--- src/rtl/sic_pkg.sv ---
package sic_pkg;
  // Register word indices (byte address >> 2)
  localparam int IDX_STATUS   = 0;
  localparam int IDX_RAW      = 1;
  localparam int IDX_MASK_SET = 2;
  localparam int IDX_MASK_CLR = 3;
  localparam int IDX_SOFT_SET = 4;
  localparam int IDX_SOFT_CLR = 5;
  localparam int IDX_PT_SET   = 8;
  localparam int IDX_PT_CLR   = 9;
endpackage

--- src/rtl/sic_regs.sv ---
module sic_regs
  import sic_pkg::*;
#(
  parameter int N      = 32,
  parameter int ADDR_W = 12,
  parameter int PT_LO  = 21,
  parameter int PT_HI  = 30
) (
  input  logic              clk,
  input  logic              rst_n,
  input  logic [N-1:0]      irq_in,
  input  logic              req_valid,
  input  logic              req_write,
  input  logic [ADDR_W-1:0] req_addr,
  input  logic [N-1:0]      req_wdata,
  output logic [N-1:0]      rsp_rdata,
  output logic              bus_err,
  output logic [N-1:0]      eff_level,
  output logic [N-1:0]      en_mask,
  output logic [N-1:0]      pt_en
);
  localparam int IDX_W = ADDR_W - 2;

  logic [N-1:0]     lvl_q, mask_q, soft_q, pt_q;
  logic [N-1:0]     pt_allow;
  logic [IDX_W-1:0] idx;
  int               idx_i;
  logic             rd_req, wr_req, rd_hit, wr_hit;
  logic [N-1:0]     rd_val;
  logic [1:0]       unused_low;

  assign idx        = req_addr[ADDR_W-1:2];
  assign unused_low = req_addr[1:0];
  assign idx_i      = int'(idx);
  assign rd_req     = req_valid & ~req_write;
  assign wr_req     = req_valid & req_write;

  always_comb begin
    for (int i = 0; i < N; i++) pt_allow[i] = (i >= PT_LO) && (i <= PT_HI);
  end

  assign eff_level = lvl_q | soft_q;
  assign en_mask   = mask_q;
  assign pt_en     = pt_q;

  // Read decode
  always_comb begin
    rd_hit = 1'b1;
    rd_val = '0;
    case (idx_i)
      IDX_STATUS:   rd_val = eff_level & mask_q;
      IDX_RAW:      rd_val = eff_level;
      IDX_MASK_SET: rd_val = mask_q;
      IDX_SOFT_SET: rd_val = soft_q;
      IDX_PT_SET:   rd_val = pt_q;
      default:      rd_hit = 1'b0;
    endcase
  end

  // Write decode
  always_comb begin
    case (idx_i)
      IDX_MASK_SET, IDX_MASK_CLR, IDX_SOFT_SET,
      IDX_SOFT_CLR, IDX_PT_SET, IDX_PT_CLR: wr_hit = 1'b1;
      default:                              wr_hit = 1'b0;
    endcase
  end

  always_ff @(posedge clk) begin
    if (!rst_n) begin
      lvl_q     <= '0;
      mask_q    <= '0;
      soft_q    <= '0;
      pt_q      <= '0;
      rsp_rdata <= '0;
      bus_err   <= 1'b0;
    end else begin
      lvl_q     <= irq_in;
      rsp_rdata <= rd_req ? rd_val : '0;
      bus_err   <= (rd_req & ~rd_hit) | (wr_req & ~wr_hit);
      if (wr_req) begin
        case (idx_i)
          IDX_MASK_SET: mask_q <= mask_q | req_wdata;
          IDX_MASK_CLR: mask_q <= mask_q & ~req_wdata;
          IDX_SOFT_SET: soft_q <= soft_q | req_wdata;
          IDX_SOFT_CLR: soft_q <= soft_q & ~req_wdata;
          IDX_PT_SET:   pt_q   <= pt_q | (req_wdata & pt_allow);
          IDX_PT_CLR:   pt_q   <= pt_q & ~req_wdata;
          default: ;
        endcase
      end
    end
  end

  // routing enables never escape the permitted range
  p_pt_range_r7: assert property (@(posedge clk) disable iff (!rst_n)
    (pt_q & ~pt_allow) == '0);

  // a mask-set write leaves all written bits set
  p_mask_set_r5: assert property (@(posedge clk) disable iff (!rst_n)
    (wr_req && idx_i == IDX_MASK_SET) |=> ((mask_q & $past(req_wdata)) == $past(req_wdata)));

  // a soft-clear write leaves all written bits clear
  p_soft_clr_r6: assert property (@(posedge clk) disable iff (!rst_n)
    (wr_req && idx_i == IDX_SOFT_CLR) |=> ((soft_q & $past(req_wdata)) == '0));

  // a routing-clear write leaves all written bits clear
  p_pt_clr_r8: assert property (@(posedge clk) disable iff (!rst_n)
    (wr_req && idx_i == IDX_PT_CLR) |=> ((pt_q & $past(req_wdata)) == '0));

  // unmapped writes change no state; error only follows a request
  p_unmapped_wr_r11: assert property (@(posedge clk) disable iff (!rst_n)
    (wr_req && !wr_hit) |=> ($stable(mask_q) && $stable(soft_q) && $stable(pt_q)));
  p_err_cause_r11: assert property (@(posedge clk) disable iff (!rst_n)
    $rose(bus_err) |-> $past(req_valid));
endmodule

--- src/rtl/sic_route.sv ---
module sic_route #(
  parameter int N     = 32,
  parameter int PT_LO = 21,
  parameter int PT_HI = 30,
  localparam int PT_N = PT_HI - PT_LO + 1
) (
  input  logic            clk,
  input  logic            rst_n,
  input  logic [N-1:0]    eff_level,
  input  logic [N-1:0]    en_mask,
  input  logic [N-1:0]    pt_en,
  output logic            irq_combined,
  output logic [PT_N-1:0] irq_direct
);
  logic [PT_N-1:0] en_sub, lvl_sub;

  assign irq_combined = |(eff_level & en_mask);

  for (genvar k = 0; k < PT_N; k++) begin : g_direct
    assign en_sub[k]     = pt_en[PT_LO+k];
    assign lvl_sub[k]    = eff_level[PT_LO+k];
    assign irq_direct[k] = en_sub[k] & lvl_sub[k];
  end

  // the combined request needs at least one enabled mask bit
  p_combined_r2: assert property (@(posedge clk) disable iff (!rst_n)
    irq_combined |-> (en_mask != '0));

  // a routed output is never high while its enable is clear
  p_direct_low_r9: assert property (@(posedge clk) disable iff (!rst_n)
    (irq_direct & ~en_sub) == '0);
endmodule

--- src/rtl/irq_aggregator.sv ---
module irq_aggregator #(
  parameter int N      = 32,
  parameter int ADDR_W = 12,
  parameter int PT_LO  = 21,
  parameter int PT_HI  = 30,
  localparam int PT_N  = PT_HI - PT_LO + 1
) (
  input  logic              clk,
  input  logic              rst_n,
  input  logic [N-1:0]      irq_in,
  input  logic              req_valid,
  input  logic              req_write,
  input  logic [ADDR_W-1:0] req_addr,
  input  logic [N-1:0]      req_wdata,
  output logic [N-1:0]      rsp_rdata,
  output logic              bus_err,
  output logic              irq_combined,
  output logic [PT_N-1:0]   irq_direct
);
  logic [N-1:0] eff_level, en_mask, pt_en;

  sic_regs #(.N(N), .ADDR_W(ADDR_W), .PT_LO(PT_LO), .PT_HI(PT_HI)) u_regs (
    .clk(clk), .rst_n(rst_n), .irq_in(irq_in),
    .req_valid(req_valid), .req_write(req_write), .req_addr(req_addr),
    .req_wdata(req_wdata), .rsp_rdata(rsp_rdata), .bus_err(bus_err),
    .eff_level(eff_level), .en_mask(en_mask), .pt_en(pt_en)
  );

  sic_route #(.N(N), .PT_LO(PT_LO), .PT_HI(PT_HI)) u_route (
    .clk(clk), .rst_n(rst_n), .eff_level(eff_level), .en_mask(en_mask),
    .pt_en(pt_en), .irq_combined(irq_combined), .irq_direct(irq_direct)
  );

  // outputs quiet in the cycle after reset
  p_reset_quiet_r10: assert property (@(posedge clk)
    $rose(rst_n) |-> (!irq_combined && irq_direct == '0 && !bus_err));
endmodule

--- config.mk ---
export PLATFORM = sky130hd
export DESIGN_NAME = irq_aggregator
export DESIGN_NICKNAME = d
export VERILOG_FILES = /design/src/rtl/sic_pkg.sv /design/src/rtl/sic_regs.sv /design/src/rtl/sic_route.sv /design/src/rtl/irq_aggregator.sv
export SDC_FILE = /design/constraint.sdc
export NUM_CORES = 1
export LEC_CHECK = 0
export ABC_AREA = 1
export BUFFER_PORTS_ARGS = -buffer_cell sky130_fd_sc_hd__buf_4
export CAP_MARGIN = 5
export CORE_ASPECT_RATIO = 0.5
export CORE_MARGIN = 2
export CORE_UTILIZATION = 50
export DETAILED_ROUTE_END_ITERATION = 8
export GPL_ROUTABILITY_DRIVEN = 0
export GPL_TIMING_DRIVEN = 0
export PLACE_DENSITY = 0.72
export SYNTH_ARGS = -nofsm -noshare
export SYNTH_HDL_FRONTEND = slang
export SYNTH_HIERARCHICAL = 1
export SYNTH_SLANG_ARGS = --single-unit
--- constraint.sdc ---
create_clock -name clk -period 1.3 [get_ports clk]
set_input_delay 0 -clock clk [delete_from_list [all_inputs] [get_ports clk]]
set_output_delay 0 -clock clk [all_outputs]
set_load 0.1 [all_outputs]
* Word level (Yosys, flattened, before mapping)
Cells that the tools add are included.
** Operators by class
- Reductions and logical operators :: 11
- Mux-type cells :: 6
- Eq/ne operators :: 7
- Bitwise gates (word level) :: 27
** Operators with widths (number)
- 32-bit one-hot mux with 2 select lines :: 3
- 32-bit one-hot mux with 5 select lines :: 1
- 32-bit bitwise AND :: 4
- 32-bit bitwise OR :: 3
- 32-bit zero test :: 1
- 32-bit inverter :: 1
- 32-bit by 31-bit bitwise OR with 32-bit output :: 1
- 32-bit OR reduction :: 1
- 10-bit by 2-bit equality test with 1-bit output, second input constant :: 2
- 10-bit by 3-bit equality test with 1-bit output, second input constant :: 2
- 10-bit by 4-bit equality test with 1-bit output, second input constant :: 2
- 1-bit bitwise AND :: 14
- 10-bit by 1-bit equality test with 1-bit output, second input constant :: 1
- 2-bit AND reduction :: 4
- 2-bit nonzero test :: 3
- 6-bit OR reduction :: 1
- 5-bit OR reduction :: 1
- 1-bit inverter :: 3
- 1-bit 2-to-1 mux :: 2
- 1-bit bitwise OR :: 1
** Storage, ports and cells
- Output and inout port bits :: 44
- Bits of input ports :: 80
- Flip-flop bits (word level) :: 161

* Logic depth before layout (Yosys ltp)
Gate-level depths: netlist of the first run.
- Depth after elaboration :: 6
- Mapped depth :: 11

* Hierarchy
Netlist of the first run, hierarchy kept.
** Modules (own cells, without submodules)
- sic_regs :: times used 1, cells each 1148, area each 7388.3 um^2, sequential area each 3223.1 um^2
- sic_route :: times used 1, cells each 83, area each 311.5 um^2, sequential area each 0.0 um^2

* Worst setup path after synthesis of the first run
OpenSTA, ideal clock, no wires.
- Kind :: reg2out
- From :: register (tool-made name)
- To :: output irq_combined
- Required time :: 1.300 ns
- Data arrival time :: 1.346 ns
- Stages on the path, launching flop included :: 9
- Path slack :: -0.046 ns
- Cells stage by stage :: dfxtp_1 > nor2_1 > inv_1 > nand2_1 > nand2_1 > nor2_1 > nand2_1 > nor2_1 > nand2_1
** RTL lines
- to (decl) :: line irq_aggregator.sv:17 : output logic irq_combined,

==> run_results.csv, run 1 <==
group,metric,value,unit
finish,n_antenna_cell,0,
pwr,p_int,8660,uW
finish,area_growth,36.17,%
global_routing,track_usage,33.02,%
clocking,cts_tree,"yes",
synth,synthCells,1231,
synth,avgSynthCellArea,6.255,um2
setup_path,cp_cell_sequence,"nor2_2, inv_1, nand2_1, nand2_1, nor2_1, nand2_1, nor2_2, nand2_2, buf_12",
route,num_vias,8874,
timing,clock_skew,10.09,ps
pwr,p_seq_share,44.4,%
pwr,pwr-share-comb,8.3,%
global_routing,grt_overflow,0,
timing,setup_violations,1,
setup_path,worstSetupPathType,"register to primary output",
placement,pre_cts_slack,-419.3,ps
finish,drive_above_1_share,18.13,%
status,status,"finished, violations left",
timing,rsz0062_at_grt,"yes",
timing,slew-limit-headroom,42.94,%
placement,postPlaceCellArea,8859,um2
timing,worst_pin_slew,855.9,ps
global_routing,grt_max_degree,17,
clocking,cts.sinks,161,
timing,fin_ws,-409.0,ps
route,wirelength,26.79,mm
route,dr.pass1.iters,5,
clocking,htree_levels,4,
setup_path,cpMostUsedCell,"nand2_1",
pwr,switching_share,23.47,%
synth,yosysWarnings,6,
timing,tns,-409.0,ps
finish,fill_cells,1238,
setup_path,critPathRequiredTime,1300,ps
floorplanning,initial_core_util,52.24,%
timing,fmax,585.1,MHz
pwr,clockPowerShare,47.3,%
setup_path,crit_slowest_cell,"dfxtp_1",
timing,min_period,1709,ps
global_routing,grt_pass1_vias,8636,
setup_path,critPathMaxFanout,3,
synth,ys_types,21,
pwr,p_sw,2656,uW
timing,worst_hold_slack,26.75,ps
status,violations,"setup timing",
worst_hold_path,hold_path_class,"input pin to register",
finish,post-route-cell-area,10490,um2
pwr,leakage,0.005210,uW
finish,utilization,71.14,%
clocking,cts_made_buffers,17,
floorplanning,die_height,91.75,um
timing,finalHoldViolCount,0,
route,wl_per_cell,16.20,um
timing,drv_slew,0,
route,drt_iter0_drc,986,
timing,min_period_over_period,131.5,%
floorplanning,die_area,16470,um2
placement,hpwl,17.73,mm
job,cap_violations,0,
synth,ys_ff_latch,161,
route,ant_nets,0,
pwr,powerDensity,1079,nW/um2
pwr,peakVddDrop,1.004,mV
setup_path,worstSetupStartpointType,"register",
clocking,root_buffer,"clkbuf_16",
setup_path,endpoint_kind,"primary output",
clocking,clockBufferDepth,2,
synth,yosysSeqAreaShare,41.86,%
synth,synth.net_count,1311,
floorplanning,ios,124,
setup_path,slowest_delay,330,ps
global_routing,grt_antenna_before_repair,0,
clocking,clk_transition_reported_paths,60,ps
floorplanning,core,14740,um2
route,route.detailed.drc,0,
global_routing,grt_pass1_wl,42.92,mm
floorplanning,num_rows,31,
setup_path,critical_path_arrival,1710,ps
floorplanning,die_w,179.5,um
synth,synth_area,7700,um2
placement,io_buffer_count,121,
finish,nNetsFinal,1524,
route,viasPerCell,5.365,
clocking,clock_latency,430,ps
==> per-layer routing <==
metal	up-vias	GRT usage, %	part of all wire (%)
met2	527	54.02	45
li1	4201	-	-
met1	4064	42.04	40
met5	-	0	0
met3	82	7.427	11
met4	0	14.63	2.8
==> final cells by class <==
| type | instances | area [um2] | area share, % |
|---|---|---|---|
| Clock buffer | 20 | 446.7 | 4.260 |
| Inverter | 181 | 679.4 | 6.480 |
| Tap cell | 198 | 247.7 | 2.363 |
| Buffer | 65 | 306.5 | 2.924 |
| Multi-Input combinational cell | 824 | 3666 | 34.96 |
| Clock inverter | 11 | 177.7 | 1.694 |
| Timing Repair Buffer | 194 | 1713 | 16.34 |
| Sequential cell | 161 | 3248 | 30.98 |
==> cells in the final DEF (no fill, tap or decap) <==
cell,count
a21oi_1,44
bufinv_16,4
nor2_2,24
buf_12,6
o21ai_1,2
o21ai_0,11
nand4_1,33
buf_1,4
inv_2,6
buf_6,6
buf_2,15
nand2_2,11
clkbuf_2,8
inv_1,175
nor2_1,241
buf_4,125
dfxtp_2,17
dlygate4sd3_1,65
nand3_4,1
clkbuf_16,17
nand3_1,162
inv_6,2
clkbuf_8,1
nor3b_1,1
dfxtp_1,143
nand2_1,279
nor3_2,1
nor2_4,14
clkbuf_1,32
clkinv_4,2
dfxtp_4,1
clkinvlp_4,3
==> cells in the mapped netlist <==
library cell,instances,area [um2]
nand4_1,33,206.5
nand2_2,2,12.51
nor3b_1,1,7.510
nor2_1,271,1017
nor2_4,2,22.52
nand3_1,162,810.8
buf_1,6,22.52
nand2_1,288,1081
o21ai_0,12,60.06
nand3_2,1,10.01
a21oi_1,44,220.2
buf_4,7,52.55
clkbuf_1,36,135.1
inv_1,178,668.1
buf_2,15,75.07
nor2_2,6,37.54
o21ai_1,1,5.000
buf_6,1,11.26
dfxtp_1,161,3223
inv_2,3,11.26
nor3_2,1,10.01
==> path summary, 6_finish.rpt <==
| kind | start | endpoint | slack [ps] | cells after the start |
|---|---|---|---|---|
| worst max-delay path | register | irq_combined | -410 | 9 |
| worst min-delay path | req_write | u_regs/rsp_rdata[0] | 30 | 4 |
| worst max register to register | register | u_regs/rsp_rdata[25] | 90 | 7 |
| worst min register to register | u_regs/pt_en[8] | u_regs/pt_en[8] | 450 | 2 |
==> stage by stage <==
stage | cells | total power [uW]
2_1_floorplan | 1231 | 5416
3_3_place_gp | 1550 | 5811
4_1_cts | 1648 | 11300
6_report | 1654 | 11320
5_1_grt | 1654 | 11660
3_5_place_dp | 1550 | 5818
==> logic make-up after synthesis <==
family | count (synthesis) | synth area share (%)
simple gates | 767 | 41.76
compound gates | 57 | 3.705
buf+inv | 246 | 12.67
flops | 161 | 41.86
==> critical path, delay by kind of cell (launching register included) <==
| kind | cells | cell delay, ps |
|---|---|---|
| buffers and inverters | 2 | 220 |
| and+or+nand+nor | 7 | 730 |
| DFF | 1 | 330 |
==> power by group through the flow <==
stage,combinational [uW],clock (uW),sequential (uW)
floorplan,292,0,5120
global placement,694,0,5120
detailed placement,702,0,5120
CTS,871,5420,5010
global route,1000,5640,5020
finish,940,5360,5020
==> repair_timing <==
| item | in CTS | in global routing |
|---|---|---|
| buffers inserted | 2 | 6 |
| endpoints found under the hold margin | 129 | 0 |
| hold buffers | 65 | 0 |
| pin swaps | 12 | 29 |
| gates cloned | 0 | 0 |
| setup endpoints to repair | 8 | 53 |
| gates resized for setup | 28 | 84 |
No activity file was read; power rests on OpenSTA's default activity.
==> run 2, diff against run 1 <==
--- a/config.mk
+++ b/config.mk
@@ -8,7 +8,7 @@
 export ABC_AREA = 1
 export BUFFER_PORTS_ARGS = -buffer_cell sky130_fd_sc_hd__buf_4
 export CAP_MARGIN = 5
-export CORE_ASPECT_RATIO = 0.5
+export CORE_ASPECT_RATIO = 2
 export CORE_MARGIN = 2
 export CORE_UTILIZATION = 50
 export DETAILED_ROUTE_END_ITERATION = 8
==> run 2 against run 1 <==
  * The run still ends with setup timing left
  * Largest power group unchanged
  * Clock skew down 2.4 ps
  * Die area did not move
  * Utilization fell by 1.5 points
  * Sequential power about the same
==> run_results.csv, run 2 (synthesis results as in run 1) <==
group,metric,value,unit
status,status,"finished, violations left",
status,violations,"setup timing",
timing,setup_violations,3,
timing,worst_hold_slack,28.39,ps
setup_path,critPathMaxFanout,2,
global_routing,grt_pass1_vias,8559,
clocking,cts_tree,"yes",
floorplanning,num_rows,64,
setup_path,cp_cell_sequence,"nor2_4, inv_2, nand2_1, nand2_1, nor2_2, nand2_1, nor2_2, nand2_2, buf_12",
floorplanning,die_height,179.5,um
timing,rsz0062_at_grt,"yes",
placement,io_buffer_count,121,
global_routing,grt_antenna_before_repair,0,
floorplanning,ios,124,
setup_path,crit_slowest_cell,"dfxtp_4",
route,ant_nets,0,
clocking,cts.sinks,161,
timing,fin_ws,-399.1,ps
pwr,powerDensity,1096,nW/um2
worst_hold_path,hold_end,"u_regs/bus_err",
timing,slew-limit-headroom,47.22,%
finish,final_cell_mix,"nand2_1, nor2_1, inv_1, nand3_1, dfxtp_1",
finish,drive_above_1_share,18.72,%
worst_hold_path,min_from,"req_write",
worst_hold_path,hold_depth,5,
clocking,clk_transition_reported_paths,70,ps
timing,min_period,1699,ps
route,num_vias,8836,
setup_path,r2r_cells,8,
global_routing,track_usage,32.55,%
global_routing,grt_pass1_wl,41.87,mm
finish,n_antenna_cell,0,
route,wl_per_cell,16.38,um
job,cap_violations,0,
setup_path,cpMostUsedCell,"nand2_1",
setup_path,worstSetupStartpointType,"register",
floorplanning,die_w,91.75,um
timing,finalHoldViolCount,0,
timing,worst_pin_slew,791.6,ps
route,wirelength,27.22,mm
floorplanning,initial_core_util,50.61,%
global_routing,grt_overflow,0,
pwr,peakVddDrop,0.8132,mV
route,dr.pass1.iters,6,
setup_path,reg2reg_to,"u_regs/rsp_rdata[26]",
clocking,clockBufferDepth,2,
setup_path,critPathRequiredTime,1300,ps
placement,postPlaceCellArea,8859,um2
clocking,cts_made_buffers,17,
route,route.detailed.drc,0,
global_routing,grt_max_degree,17,
timing,clock_skew,7.649,ps
clocking,root_buffer,"clkbuf_16",
route,drt_iter0_drc,761,
setup_path,r2r_start,"u_regs/lvl_q[26]",
route,viasPerCell,5.316,
timing,min_period_over_period,130.7,%
setup_path,endpoint_kind,"primary output",
finish,register_area,3242,um2
worst_hold_path,hold_path_class,"input pin to register",
pwr,leakage,0.005268,uW
placement,hpwl,18.30,mm
floorplanning,core,15210,um2
setup_path,r2r_setup_slack,130,ps
clocking,htree_levels,4,
timing,fmax,588.6,MHz
setup_path,critical_path_arrival,1700,ps
clocking,clock_latency,430,ps
finish,post-route-cell-area,10600,um2
setup_path,worstSetupPathType,"register to primary output",
floorplanning,die_area,16470,um2
finish,nNetsFinal,1531,
finish,fill_cells,1342,
finish,area_growth,37.60,%
finish,mostFrequentLayoutCell,"nand2_1",
finish,multiInputGateArea,3656,um2
timing,drv_slew,0,
setup_path,slowest_delay,350,ps
-- run 2: power by group --
part | leakage, uW | internal [uW] | switching (uW)
Combinational | 0.00363 | 408 | 545
Clock | 0.000327 | 3570 | 2070
Sequential | 0.00131 | 4990 | 31.2
-- run 2: how the worst max path moves through the flow --
| stage | startpoint | end | slack (ps) |
|---|---|---|---|
| after floorplan | register | irq_combined | 140 |
| after global placement | req_addr[9] | u_regs/rsp_rdata[21] | -470 |
| after detailed placement | req_addr[7] | u_regs/rsp_rdata[21] | -460 |
| after CTS | u_regs/lvl_q[26] | irq_combined | -410 |
| after global routing | register | irq_combined | -470 |
| final | register | irq_combined | -400 |
-- run 2: critical path: cells and delay by family, from the launching register on --
family                 cells  cell delay [ps]
DFF                        1              350
buffers and inverters      2              220
and+or+nand+nor            7              700
-- run 2: layout make-up --
cell class / count / area share, %
Multi-Input combinational cell: 824 / 34.51
Sequential cell: 161 / 30.60
Inverter: 181 / 6.436
Buffer: 65 / 2.846
Tap cell: 198 / 2.338
Clock buffer: 20 / 4.405
Timing Repair Buffer: 201 / 16.96
Clock inverter: 12 / 1.913
-- run 2: repair_timing --
action                     4_1_cts  5_1_grt
setup endpoints to repair       13       28
resized for setup               43       71
hold endpoints to repair       129        0
pin swaps                       10       19
setup buffers                    9       10
hold buffers                    66        0
-- run 2: metal layers --
metal | GRT usage [%] | part of all wire [%]
met1 | 33.77 | 34
met2 | 59.47 | 52
met3 | 4.526 | 7.2
met4 | 21.37 | 6.4
met5 | 0 | 0
-- run 2: through the flow --
step           TNS (ps)  utilization [%]  worst slack (ps)  total power, uW  std cells
2_1_floorplan         0                -             143.0             5416       1231
3_3_place_gp     -32060            58.22            -467.4             5827       1550
5_1_grt          -741.9            69.64            -472.4            11920       1662
4_1_cts          -892.0            68.25            -406.2            11610       1657
3_5_place_dp     -33850            58.22            -461.4             5830       1550
6_report         -489.7            69.64            -399.1            11610       1662
